$ cat src/rtl/clkrat_pkg.sv
`timescale 1ns/1ps
package clkrat_pkg;

  // Field positions that the decoders depend on
  localparam int CORE_LSB   = 25;
  localparam int CORE_CW    = 3;
  localparam int PLL_ON_BIT = 23;
  localparam int BUS_LSB    = 20;
  localparam int BUS_CW     = 3;
  localparam int PERI_LSB   = 18;
  localparam int PERI_CW    = 2;

  // Strobes from control to datapath
  typedef struct packed {
    logic restart;
    logic srcTick;
  } divStrobe_t;

  function automatic int unsigned decodeCore(input logic [CORE_CW-1:0] code);
    // codes beyond 4 alias to divide-by-one
    if (code > 3'd4) return 1;
    return 1 << code;
  endfunction

  function automatic int unsigned decodeBus(input logic [BUS_CW-1:0] code);
    case (code)
      3'd0: return 1;
      3'd1: return 2;
      3'd2: return 4;
      3'd3: return 5;
      3'd4: return 6;
      3'd5: return 8;
      3'd6: return 16;
      default: return 32;
    endcase
  endfunction

  function automatic int unsigned decodePeri(input logic [PERI_CW-1:0] code);
    return 1 << code;
  endfunction

endpackage

$ cat src/rtl/clkrat_ctrl.sv
`timescale 1ns/1ps
module clkrat_ctrl
  import clkrat_pkg::*;
#(
  parameter int CFG_W = 32,
  parameter int DIV_W = 6
) (
  input  logic             clk,
  input  logic             rstN,
  input  logic [CFG_W-1:0] cfgWord,
  input  logic             cfgLoad,
  input  logic             pllTick,
  input  logic             refTick,
  output divStrobe_t       strobe,
  output logic [DIV_W-1:0] coreDiv,
  output logic [DIV_W-1:0] busDiv,
  output logic [DIV_W-1:0] periDiv,
  output logic             pllSel
);

  logic [CORE_CW-1:0] coreCode;
  logic [BUS_CW-1:0]  busCode;
  logic [PERI_CW-1:0] periCode;
  logic               pllOn;

  always_ff @(posedge clk) begin
    if (!rstN) begin
      coreCode <= '0;
      busCode  <= '0;
      periCode <= '0;
      pllOn    <= 1'b0;
    end else if (cfgLoad) begin
      coreCode <= cfgWord[CORE_LSB +: CORE_CW];
      busCode  <= cfgWord[BUS_LSB +: BUS_CW];
      periCode <= cfgWord[PERI_LSB +: PERI_CW];
      pllOn    <= cfgWord[PLL_ON_BIT];
    end
  end

  always_comb begin
    coreDiv        = DIV_W'(decodeCore(coreCode));
    busDiv         = DIV_W'(decodeBus(busCode));
    periDiv        = DIV_W'(decodePeri(periCode));
    pllSel         = pllOn;
    strobe.restart = cfgLoad;
    strobe.srcTick = pllOn ? pllTick : refTick;
  end

  AST_SRC_CAPTURED: assert property (@(posedge clk) disable iff (!rstN)
    cfgLoad |=> pllSel == $past(cfgWord[PLL_ON_BIT]));

  AST_RATIOS_HOLD: assert property (@(posedge clk) disable iff (!rstN)
    !cfgLoad |=> $stable(coreDiv) && $stable(busDiv) && $stable(periDiv));

endmodule

$ cat src/rtl/clkrat_counter.sv
`timescale 1ns/1ps
module clkrat_counter #(
  parameter int DIV_W = 6
) (
  input  logic             clk,
  input  logic             rstN,
  input  logic             restart,
  input  logic             advance,
  input  logic [DIV_W-1:0] div,
  output logic             fire
);

  logic [DIV_W-1:0] cnt;
  logic             atWrap;

  assign atWrap = (cnt == div - DIV_W'(1));
  assign fire   = advance && !restart && (cnt == '0);

  always_ff @(posedge clk) begin
    if (!rstN || restart) cnt <= '0;
    else if (advance)     cnt <= atWrap ? '0 : cnt + DIV_W'(1);
  end

  AST_CNT_BELOW_DIV: assert property (@(posedge clk) disable iff (!rstN)
    cnt < div);

endmodule

$ cat src/rtl/clkrat_datapath.sv
`timescale 1ns/1ps
module clkrat_datapath
  import clkrat_pkg::*;
#(
  parameter int DIV_W = 6
) (
  input  logic             clk,
  input  logic             rstN,
  input  divStrobe_t       strobe,
  input  logic [DIV_W-1:0] coreDiv,
  input  logic [DIV_W-1:0] busDiv,
  input  logic [DIV_W-1:0] periDiv,
  output logic             coreEn,
  output logic             busEn,
  output logic             periEn
);

  logic coreFire, busFire, periFire;

  clkrat_counter #(.DIV_W(DIV_W)) u_coreCnt (
    .clk(clk), .rstN(rstN), .restart(strobe.restart),
    .advance(strobe.srcTick), .div(coreDiv), .fire(coreFire));

  clkrat_counter #(.DIV_W(DIV_W)) u_busCnt (
    .clk(clk), .rstN(rstN), .restart(strobe.restart),
    .advance(strobe.srcTick), .div(busDiv), .fire(busFire));

  // peripheral counter steps on bus enables only
  clkrat_counter #(.DIV_W(DIV_W)) u_periCnt (
    .clk(clk), .rstN(rstN), .restart(strobe.restart),
    .advance(busFire), .div(periDiv), .fire(periFire));

  always_ff @(posedge clk) begin
    if (!rstN) begin
      coreEn <= 1'b0;
      busEn  <= 1'b0;
      periEn <= 1'b0;
    end else begin
      coreEn <= coreFire;
      busEn  <= busFire;
      periEn <= periFire;
    end
  end

  AST_PERI_WITH_BUS: assert property (@(posedge clk) disable iff (!rstN)
    periEn |-> busEn);

  AST_RESTART_QUIET: assert property (@(posedge clk) disable iff (!rstN)
    strobe.restart |=> !coreEn && !busEn && !periEn);

  AST_NO_TICK_NO_PULSE: assert property (@(posedge clk) disable iff (!rstN)
    !strobe.srcTick |=> !coreEn && !busEn);

  AST_CORE_SINGLE_PULSE: assert property (@(posedge clk) disable iff (!rstN)
    (coreEn && coreDiv > DIV_W'(1)) |=> !coreEn);

  AST_BUS_SINGLE_PULSE: assert property (@(posedge clk) disable iff (!rstN)
    (busEn && busDiv > DIV_W'(1)) |=> !busEn);

endmodule

$ cat src/rtl/clk_ratio_div.sv
`timescale 1ns/1ps
module clk_ratio_div
  import clkrat_pkg::*;
#(
  parameter int CFG_W = 32,
  parameter int DIV_W = 6
) (
  input  logic             clk,
  input  logic             rstN,
  input  logic [CFG_W-1:0] cfgWord,
  input  logic             cfgLoad,
  input  logic             pllTick,
  input  logic             refTick,
  output logic             coreEn,
  output logic             busEn,
  output logic             periEn,
  output logic [DIV_W-1:0] coreDiv,
  output logic [DIV_W-1:0] busDiv,
  output logic [DIV_W-1:0] periDiv,
  output logic             pllSel
);

  divStrobe_t strobe;

  clkrat_ctrl #(.CFG_W(CFG_W), .DIV_W(DIV_W)) u_ctrl (
    .clk(clk), .rstN(rstN), .cfgWord(cfgWord), .cfgLoad(cfgLoad),
    .pllTick(pllTick), .refTick(refTick), .strobe(strobe),
    .coreDiv(coreDiv), .busDiv(busDiv), .periDiv(periDiv), .pllSel(pllSel));

  clkrat_datapath #(.DIV_W(DIV_W)) u_datapath (
    .clk(clk), .rstN(rstN), .strobe(strobe),
    .coreDiv(coreDiv), .busDiv(busDiv), .periDiv(periDiv),
    .coreEn(coreEn), .busEn(busEn), .periEn(periEn));

endmodule

$ cat config.mk
export PLATFORM = sky130hd
export DESIGN_NAME = clk_ratio_div
export DESIGN_NICKNAME = d
export VERILOG_FILES = /design/src/rtl/clkrat_pkg.sv /design/src/rtl/clkrat_ctrl.sv /design/src/rtl/clkrat_counter.sv /design/src/rtl/clkrat_datapath.sv /design/src/rtl/clk_ratio_div.sv
export SDC_FILE = /design/constraint.sdc
export NUM_CORES = 1
export LEC_CHECK = 0
export ABC_AREA = 0
export BUFFER_PORTS_ARGS = -buffer_cell sky130_fd_sc_hd__buf_2
export CORE_ASPECT_RATIO = 1.4
export CORE_MARGIN = 2
export CORE_UTILIZATION = 50
export DETAILED_ROUTE_END_ITERATION = 7
export PLACE_DENSITY_LB_ADDON = 0.3
export SYNTH_ARGS = -nofsm -noshare
export SYNTH_HDL_FRONTEND = slang
export SYNTH_SLANG_ARGS = --single-unit
$ cat constraint.sdc
create_clock -name clk -period 2.5 [get_ports clk]
set_input_delay 0.625 -clock clk [delete_from_list [all_inputs] [get_ports clk]]
set_output_delay 0.625 -clock clk [all_outputs]
set_load 0.005 [all_outputs]
Word level (Yosys, flattened, before mapping)
Index checks and enable logic that the tools add are counted.
{ "classes": {"n_addsub": 6, "multipliers": 0, "n_div": 0, "order_cmp": 1, "eq_ne": 9, "n_shift": 2, "n_mux": 8, "n_bitwise": 0, "reduce_logical": 12} }
{ "op_table": {"columns": ["operator", "count"], "rows": [
  ["$pmux 6 s7", 1],
  ["$mux 6", 4],
  ["$add 6x1->6 const B", 3],
  ["$eq 6x6->1", 3],
  ["$logic_not 6->1", 3],
  ["$sub 6x1->6 const B", 3],
  ["$eq 3x3->1 const B", 3],
  ["$eq 3x2->1 const B", 2],
  ["$shl 1x2->6 const A", 1],
  ["$shl 1x3->6 const A", 1],
  ["$logic_and 1x1->1", 5],
  ["$eq 3x1->1 const B", 1],
  ["$gt 3x3->1 const B", 1],
  ["$logic_not 3->1", 1],
  ["$mux 1", 3],
  ["$logic_not 1->1", 2],
  ["$logic_or 1x1->1", 1]
]} }
{ "totals": {"regBits": 30, "latch_bits": 0, "ramBits": 0, "rom_bits": 0, "input_bits": 37, "output_inout_bits": 22, "elab_cells": 48, "memories": 0} }

Longest topological paths before layout
{ "depth": {"ltp_word": 6, "ltp_mapped": 9, "mapped_depth_nobuf": 9} }

Cells and area by module
A second synthesis with hierarchy kept.
{ "unflattened": {"hier_cells": 253, "area_unflattened_um2": 2194.6} }
{ "by_module_without_submodules": {"columns": ["module", "instances", "cells_per_inst", "area_per_inst_um2", "seq_area_each_um2"], "rows": [
  ["clkrat_counter", 3, 63, 521.8, 120.1],
  ["clkrat_ctrl", 1, 58, 550.5, 180.2],
  ["clkrat_datapath", 1, 6, 78.8, 60.1]
]} }

Least setup slack after synthesis
Ideal clock, no wire load.
{ "synth_timing": {"path_kind": "input to register", "start": "input cfgLoad", "end": "register u_datapath.u_periCnt.cnt[0]", "setup_time_ns": 0.119, "arrival_ns": 1.945, "required_time_ns": 2.381, "path_slack_ns": 0.436, "stages": 5, "path_buffers": 0, "cell_sequence": "or4_4 > nor4b_4 > a21oi_1 > a21oi_4 > nor2_1"} }
{ "synth_via": {"elab_chain_cells": 3, "word_cells_on_any_way": 4, "cone_classes": "reduce/logical (4)"} }
{ "synth_lines": {"columns": ["item", "line_no", "source"], "rows": [
  ["from (decl)", "clk_ratio_div.sv:11", "input logic cfgLoad,"],
  ["$logic_not 1->1", "clkrat_counter.sv:17", "assign fire = advance && !restart && (cnt == '0);"],
  ["$logic_and 1x1->1 (2 in series)", "clkrat_counter.sv:17", null],
  ["to (signal assigned)", "clkrat_counter.sv:21", "else if (advance) cnt <= atWrap ? '0 : cnt + DIV_W'(1);"],
  ["to (decl)", "clkrat_counter.sv:13", "logic [DIV_W-1:0] cnt;"]
]} }
Several ways; a longest one is shown, not always the timed one.
A chain may end at the register's enable or synchronous reset.

Worst setup path in the final report
{ "layout_timing": {"start": "register u_ctrl.coreCode[0]", "end": "output coreDiv[2]"} }
{ "layout_via": {"elab_chain_cells": 3, "word_cells_on_any_way": 4, "cone_classes": "order compare (1); shift (1); mux (2)"} }
{ "layout_lines": {"columns": ["item", "line_no", "source"], "rows": [
  ["from (decl)", "clkrat_ctrl.sv:21", "logic [CORE_CW-1:0] coreCode;"],
  ["from (signal assigned)", "clkrat_ctrl.sv:33", "coreCode <= cfgWord[CORE_LSB +: CORE_CW];"],
  ["$gt 3x3->1", "clkrat_pkg.sv:21", "if (code > 3'd4) return 1;"],
  ["$mux 1", "clkrat_pkg.sv:21", null],
  ["$mux 6 *", "clkrat_pkg.sv:22", "return 1 << code;"],
  ["to (decl)", "clk_ratio_div.sv:17", "output logic [DIV_W-1:0] coreDiv,"]
]} }
Every way passes the cells marked *; elsewhere a longest branch is shown, timed or not.

==> flow_metrics.env <==
export IMPL_status="finished clean"
export IMPL_pwr_share_comb_pct=15.6
export IMPL_synth_warnings=0
export IMPL_dp_hpwl_um=2520
export IMPL_cts_resized_gates=0
export IMPL_postPlaceCellArea_um2=1940
export IMPL_root_buffer="clkbuf_8"
export IMPL_die_area_um2=3970
export IMPL_clk_pin_slew_ns=0.06
export IMPL_start_kind="flop"
export IMPL_grt_max_degree=12
export IMPL_ys_types=40
export IMPL_cts_buffers=5
export IMPL_crit_path_end_kind="primary output"
export IMPL_syn_inst=191
export IMPL_clockBufferDepth=2
export IMPL_wl_per_cell_um=12.5
export IMPL_grt_pass1_vias=1287
export IMPL_power_density_nw_per_um2=563
export IMPL_overflow=0
export IMPL_synthMuxAreaShare_pct=8.35
export IMPL_synth_cell_area_um2=1740
export IMPL_clock_sinks=30
export IMPL_cts_tree="done"
export IMPL_p_total_mw=1.16
export IMPL_synth_compound_area_share_pct=6.19
export IMPL_synth_edf_count=0
export IMPL_slew_headroom_pct=60.0
export IMPL_gr_usage_met3_pct=5.49
export IMPL_peakVddDrop_mv=0.466
export IMPL_drt_initial_drc_count=11
export IMPL_area_growth_syn_to_layout_pct=18.1
export IMPL_vias=1414
export IMPL_num_rows=25
export IMPL_drive_above_1_share_pct=25.0
export IMPL_globalRouteMet2Util_pct=30.2
export IMPL_drtPass1Iterations=4
export IMPL_drc=0
export IMPL_seqPwrFrac_pct=44.9
export IMPL_setup_tns_final_ns=0
export IMPL_critPathRequiredTime_ns=1.88
export IMPL_cts_setup_buffers=0
export IMPL_power_switching_uw=292
export IMPL_drv_slew=0
export IMPL_top_usage_layer="met2"
export IMPL_hold_class="flop to flop"
export IMPL_clk_latency_ns=0.28
export IMPL_grt_pass1_wl_um=5430
export IMPL_max_slew_worst_pin_slew_ns=0.588
export IMPL_worstPathArrival_ns=1.61
export IMPL_synth_ff_type="dfxtp_1"
export IMPL_clockPowerShare_pct=39.5
export IMPL_drt_wl_total_um=3350
export IMPL_start_util_pct=51.9
export IMPL_port_buffers=33
export IMPL_seq_area_frac_synth_pct=34.6
export IMPL_cts_hold_buf=0
export IMPL_power_internal_uw=863
export IMPL_die_x_um=53.8
export IMPL_synth_xor_area_share_pct=12.1
export IMPL_fmax_ghz=0.447
export IMPL_num_io_pins=59
export IMPL_finalHoldViolCount=0
export IMPL_use_met1_pct=21.6
export IMPL_core_area_um2=3350
export IMPL_ys_ff_latch=30
export IMPL_yosys_area_share_simple_pct=27.4
export IMPL_synth_fa_ha_area_share_pct=6.48
export IMPL_crit_fanout=6
export IMPL_drt_vias_per_instance=5.28
export IMPL_skew_ns=0.00255
export IMPL_rsz0062_at_grt="false"
export IMPL_drv_cap=0
export IMPL_swShare_pct=25.3
export IMPL_ant_nets=0
export IMPL_pre_cts_slack_ns=0.263
export IMPL_synth_top_family_by_area="simple AND/OR/NAND/NOR gates"
export IMPL_gp_congestion=0.779
export IMPL_fin_crit_ns=2.24
export IMPL_layout_common_cells="buf_2, dfxtp_1, nor3_1, xor2_1, nor2_1"
export IMPL_critical_path_class="flop to primary output"
export IMPL_setup_viol=0
export IMPL_diodes=0
export IMPL_leakagePower_nw=0.910
export IMPL_design_area_um2=2050
export IMPL_holdWs_ns=0.526
export IMPL_chipHeight_um=73.8
export IMPL_track_usage_pct=18.7
export IMPL_postSynth_asyncResetShare_pct=0
export IMPL_synth_area_per_cell_um2=9.10
export IMPL_antenna_found_initial=0
export IMPL_mostFrequentLayoutCell="buf_2"
export IMPL_htree_levels=2
export IMPL_fin_crit_sh_pct=89.5
export IMPL_layout_setup_ws_ns=0.261
export IMPL_fin_nets=273
[power by group through the flow]
| stage | sequential (mW) | combinational [mW] | clock [mW] |
|---|---|---|---|
| after CTS | 0.518 | 0.184 | 0.466 |
| after floorplan | 0.519 | 0.134 | 0 |
| final | 0.518 | 0.180 | 0.457 |
| after global routing | 0.522 | 0.203 | 0.488 |
| after detailed placement | 0.529 | 0.183 | 0 |
| after global placement | 0.529 | 0.179 | 0 |
[area by class of cell]
cell class | instances | area (um^2)
Fill cell | 296 | 1290
Multi-Input combinational cell | 143 | 1060
Sequential cell | 30 | 601
Timing Repair Buffer | 37 | 195
Clock buffer | 8 | 110
Tap cell | 40 | 50.0
Inverter | 10 | 37.5
[synthesized netlist by cell type, types with 2 or more instances]
cell type	n	area (um^2)
mux2i_1	12	120
buf_4	2	15.0
clkbuf_1	4	15.0
inv_1	10	37.5
xnor2_1	10	87.6
nand2_1	7	26.3
nor2b_1	11	68.8
or2_2	3	18.8
buf_2	3	15.0
dfxtp_1	30	601
nor2_1	13	48.8
nor3_1	14	70.1
a2111oi_0	2	17.5
ha_1	9	113
a21oi_1	4	20.0
and2_1	3	18.8
nor4b_1	2	17.5
and3_1	6	37.5
nand2b_1	2	12.5
nand4_1	7	43.8
o21ai_0	4	20.0
nor3b_1	2	15.0
xor2_1	14	123
[worst max-delay path, stage by stage, from the launching register on]
cell,delay [ns]
dfxtp_1,0.35
nor2_1,0.19
inv_1,0.06
ha_1,0.25
nor4b_2,0.30
buf_2,0.17
[through the flow]
stage	instances	util (%)
finish	268	61.3
global route	268	61.3
CTS	268	61.3
detailed placement	260	58.0
global placement	260	58.0
floorplan	192	-
[logic make-up after synthesis]
group,Yosys count
and+or+nand+nor,79
DFF,30
xor gates and xnor gates,24
buffers and inverters,19
AOI/OAI and AO/OA,15
muxes,14
adders and majority gates,9
other,1
[metal layers]
metal | vias up | wire (um)
li1 | 733 | -
met1 | 658 | 1480
met2 | 17 | 1720
met3 | 6 | 90
met4 | 0 | 61
met5 | - | 0
[path summary, 6_finish.rpt]
kind	start	endpoint	slack, ns	cells past startpoint
setup / recovery	u_ctrl.coreCode[0]	coreDiv[2]	0.26	5
setup reg to reg	u_ctrl.coreCode[0]	u_datapath.u_coreCnt.cnt[1]	0.31	9
hold / removal	u_datapath.u_coreCnt.cnt[5]	u_datapath.u_coreCnt.cnt[5]	0.53	2
hold reg to reg	u_datapath.u_coreCnt.cnt[5]	u_datapath.u_coreCnt.cnt[5]	0.53	2
[flip-flops by register name (all words and copies together) (netlist names)]
| signal | flops |
|---|---|
| u_ctrl.pllSel | 1 |
| u_datapath.periEn | 1 |
| u_datapath.coreEn | 1 |
| u_datapath.u_periCnt.cnt | 6 |
| u_datapath.busEn | 1 |
| u_ctrl.busCode | 3 |
| u_datapath.u_busCnt.cnt | 6 |
| u_datapath.u_coreCnt.cnt | 6 |
| u_ctrl.periCode | 2 |
| u_ctrl.coreCode | 3 |
(Power assumes the default switching activity.)
